<file path="src/rtl/prio_shift_reg_pkg.sv">
package prio_shift_reg_pkg;
  typedef enum logic [1:0] {
    OP_HOLD  = 2'b00,
    OP_LOAD  = 2'b01,
    OP_SHR   = 2'b10,
    OP_SHL   = 2'b11
  } reg_op_e;
endpackage

</file>
<file path="src/rtl/prio_op_dec.sv">
module prio_op_dec
  import prio_shift_reg_pkg::*;
(
  input  logic    load_i,
  input  logic    sh_right_i,
  input  logic    sh_left_i,
  output reg_op_e op_o
);
  // fixed priority: load > right > left > hold
  always_comb begin
    if (load_i)          op_o = OP_LOAD;
    else if (sh_right_i) op_o = OP_SHR;
    else if (sh_left_i)  op_o = OP_SHL;
    else                 op_o = OP_HOLD;
  end
endmodule

</file>
<file path="src/rtl/prio_next_val.sv">
module prio_next_val
  import prio_shift_reg_pkg::*;
#(
  parameter int unsigned W = 4
) (
  input  reg_op_e        op_i,
  input  logic [W-1:0]   cur_i,
  input  logic [W-1:0]   data_i,
  input  logic           ser_right_i,
  input  logic           ser_left_i,
  output logic [W-1:0]   nxt_o
);
  localparam int unsigned MSB = W - 1;

  for (genvar k = 0; k < W; k++) begin : g_bit
    logic from_hi;
    logic from_lo;

    if (k == MSB) begin : g_top
      assign from_hi = ser_right_i;
    end else begin : g_mid_hi
      assign from_hi = cur_i[k+1];
    end

    if (k == 0) begin : g_bot
      assign from_lo = ser_left_i;
    end else begin : g_mid_lo
      assign from_lo = cur_i[k-1];
    end

    always_comb begin
      unique case (op_i)
        OP_LOAD: nxt_o[k] = data_i[k];
        OP_SHR:  nxt_o[k] = from_hi;
        OP_SHL:  nxt_o[k] = from_lo;
        default: nxt_o[k] = cur_i[k];
      endcase
    end
  end
endmodule

</file>
<file path="src/rtl/prio_shift_reg.sv">
module prio_shift_reg
  import prio_shift_reg_pkg::*;
#(
  parameter int unsigned W = 4
) (
  input  logic         clk_i,
  input  logic         rst_ni,
  input  logic         load_i,
  input  logic         sh_right_i,
  input  logic         sh_left_i,
  input  logic [W-1:0] data_i,
  input  logic         ser_right_i,
  input  logic         ser_left_i,
  output logic [W-1:0] q_o
);
  reg_op_e      op;
  logic [W-1:0] nxt;
  logic [W-1:0] q_q;

  prio_op_dec u_dec (
    .load_i     (load_i),
    .sh_right_i (sh_right_i),
    .sh_left_i  (sh_left_i),
    .op_o       (op)
  );

  prio_next_val #(.W(W)) u_nxt (
    .op_i        (op),
    .cur_i       (q_q),
    .data_i      (data_i),
    .ser_right_i (ser_right_i),
    .ser_left_i  (ser_left_i),
    .nxt_o       (nxt)
  );

  always_ff @(posedge clk_i or negedge rst_ni) begin
    if (!rst_ni) q_q <= '0;
    else         q_q <= nxt;
  end

  assign q_o = q_q;
endmodule

</file>
<file path="config.mk">
export PLATFORM = sky130hd
export DESIGN_NAME = prio_shift_reg
export DESIGN_NICKNAME = d
export VERILOG_FILES = /design/src/rtl/prio_shift_reg_pkg.sv /design/src/rtl/prio_op_dec.sv /design/src/rtl/prio_next_val.sv /design/src/rtl/prio_shift_reg.sv
export SDC_FILE = /design/constraint.sdc
export NUM_CORES = 1
export LEC_CHECK = 0
export ABC_AREA = 1
export BUFFER_PORTS_ARGS = -buffer_cell sky130_fd_sc_hd__clkbuf_2
export CORE_AREA = 2 2 39 41
export DETAILED_ROUTE_END_ITERATION = 8
export DIE_AREA = 0 0 41 43
export GPL_TIMING_DRIVEN = 1
export PLACE_DENSITY = 0.5
export SYNTH_ARGS = -nofsm -noshare
export SYNTH_HDL_FRONTEND = slang
export SYNTH_SLANG_ARGS = --single-unit
</file>
<file path="constraint.sdc">
create_clock -name clk_i -period 1.3 [get_ports clk_i]
set_input_delay 0.13 -clock clk_i [delete_from_list [all_inputs] [get_ports clk_i]]
set_output_delay 0.13 -clock clk_i [all_outputs]
set_load 0.02 [all_outputs]
</file>
==> results.cfg <==
[status]
status = finished, final reports clean

[synth]
syn_area_per_cell_um2 = 6.398
yosys_warnings = 0
yosysSeqAreaShare = 0.3556
ys_seq_elements = 4
syn_area_um2 = 281.5
synth.net_count = 55
synthCells = 44
synth_cell_type_count = 11

[setup_path]
startpoint = q_o[1]
cpPeakStageDelay_ns = 0.38
critPathLaunchType = register
cpLargestDelayFamily = flip-flops
slowest_stage = dfrtp_1
reg2reg_depth = 4
rr_startpoint = q_o[1]
r2r_slack_ns = 0.47
critPathArrivalTime_ns = 0.80
path_buf_inv = 1
cp_cell_sequence = clkbuf_2
worstReg2RegEnd = q_o[2]
path_class = register to output pin
critPathCaptureType = output pin
critPathRequiredTime_ns = 1.17
cp.depth = 1
endpoint = q_o[1]
cp_max_fo = 4

[sta]
final-max-slew-violation-count = 0
worst_slack_ns = 0.3699
setup_tns_ns = 0
min_period_over_period = 0.7155
maxSlewHeadroom = 0.8067
worst_slew_pin_slew_ns = 0.2880
rsz0062_at_grt = false
setup_violations = 0
skew_ns = 0.001025
max_freq_ghz = 1.075
fin_crit_ns = 0.9301
timing_hold_violations_final = 0

[final_layout]
syn_to_final_growth_pct = 43.56
antenna_cells = 0
final_cell_mix = clkbuf_2, nor2_1, inv_1
nets = 75
design_area_um2 = 404.1
largest_reg_flops = 4
fin_util = 0.2920
final_common_cell = clkbuf_2
drive_above_1_share = 0.3387

[detailed_routing]
route.detailed.drc = 0
first_pass_iters = 1
final_antenna_net_count = 0
via_per_inst = 4.218
wl_per_cell_um = 8.705
vias = 329
drt_iter0_markers = 0
drt-total-wl_um = 679

[global_routing]
grt_usage = 0.1070
grt_antenna_before_repair = 0
grt_max_degree = 8
grt_pass1_vias = 337
grt_pass1_wl_um = 1242
grt.overflow.total = 0

[clock_tree]
cts_made_buffers = 3
root_buffer = clkbuf_4
cts.path.max_buffers = 2
clkTransAtPathRegs_ns = 0.03
clock_latency_ns = 0.23
cts-htree-levels = 1
clkSinkCount = 4
cts_tree = done

[power]
internal-power_uw = 287.8
power.switching_uw = 127.4
power.share.clock = 0.351
p_leak_nw = 0.2327
cellPowerDensity_nw_per_um2 = 1027
ir_drop_v = 0.0003569
comb_power_share = 0.275
swShare = 0.3069
power_frac_seq = 0.374

[floorplan]
initial_utilization = 0.2034
die_h_um = 43
die_area_um2 = 1763
die_x_um = 41
rows = 14
core_area_um2 = 1384
pin_count = 15

[placed_design]
finalWeightedCongestion = 0.7205
dp_slack_ns = 0.3088
numPortBuffers = 14
dpl_cell_area_um2 = 371.6
dpl.hpwl_um = 573.7

[worst_hold_path]
hp-class = input port to register
hold_depth = 5

[job]
drv_cap = 0
[metal layers]
layer / up-vias / track usage / wire, um
met5: - / 0 / 0
met4: 0 / 0.1000 / 0
met3: 0 / 0.03141 / 39
met2: 7 / 0.1469 / 344
met1: 145 / 0.1242 / 295
li1: 177 / - / -
[layout make-up]
cell class | instances | area [um^2]
Inverter | 7 | 26.28
Tap cell | 16 | 20.02
Clock buffer | 3 | 22.52
Timing Repair Buffer | 15 | 80.08
Sequential cell | 4 | 100.1
Fill cell | 162 | 979.7
Multi-Input combinational cell | 33 | 155.1
[worst min-delay path by stage]
stage                     slack [ns]  endpoint  startpoint
after floorplan                -0.17    q_o[0]      rst_ni
after global placement         -0.06    q_o[3]      rst_ni
after detailed placement       -0.06    q_o[2]      rst_ni
after CTS                       0.22    q_o[0]   data_i[0]
after global routing            0.23    q_o[0]   data_i[0]
final                           0.22    q_o[0]   data_i[0]
[kinds of logic (layout without fill, tap and decap cells)]
logic type      after synthesis  in the layout  synth area share
compound gates                2              2           0.04444
buf+inv                       7             25           0.09335
simple gates                 31             31            0.5066
flops                         4              4            0.3556
[synthesized netlist by cell type]
library cell,number,area share
nor2_2,2,0.044
inv_1,7,0.093
nand2_1,6,0.080
dfrtp_1,4,0.36
nor2_1,12,0.16
nand4_1,3,0.067
nand3_1,5,0.089
o21ai_1,1,0.018
o211ai_1,1,0.027
or2_0,1,0.022
nand2_2,2,0.044
[power by group through the flow]
stage | logic, mW | registers [mW] | clock network (mW)
3_3_place_gp | 0.113 | 0.157 | 0
5_1_grt | 0.129 | 0.158 | 0.176
6_report | 0.114 | 0.155 | 0.146
2_1_floorplan | 0.0470 | 0.175 | 0
3_5_place_dp | 0.114 | 0.157 | 0
4_1_cts | 0.117 | 0.156 | 0.157
[repair_timing]
action | in CTS | in global routing
resized for setup | 0 | 0
hold buffers | 1 | 0
setup buffers | 0 | 0
endpoints found under the hold margin | 4 | 0
[through the flow]
step                      hold WS [ns]  std cells  power [mW]
after floorplan                -0.1656         44      0.2219
after global placement        -0.05854         74      0.2696
after detailed placement      -0.05699         74      0.2712
after CTS                       0.2218         78      0.4293
after global routing            0.2279         78      0.4629
final                           0.2232         78      0.4152
Power figures use the tool's default switching activity.
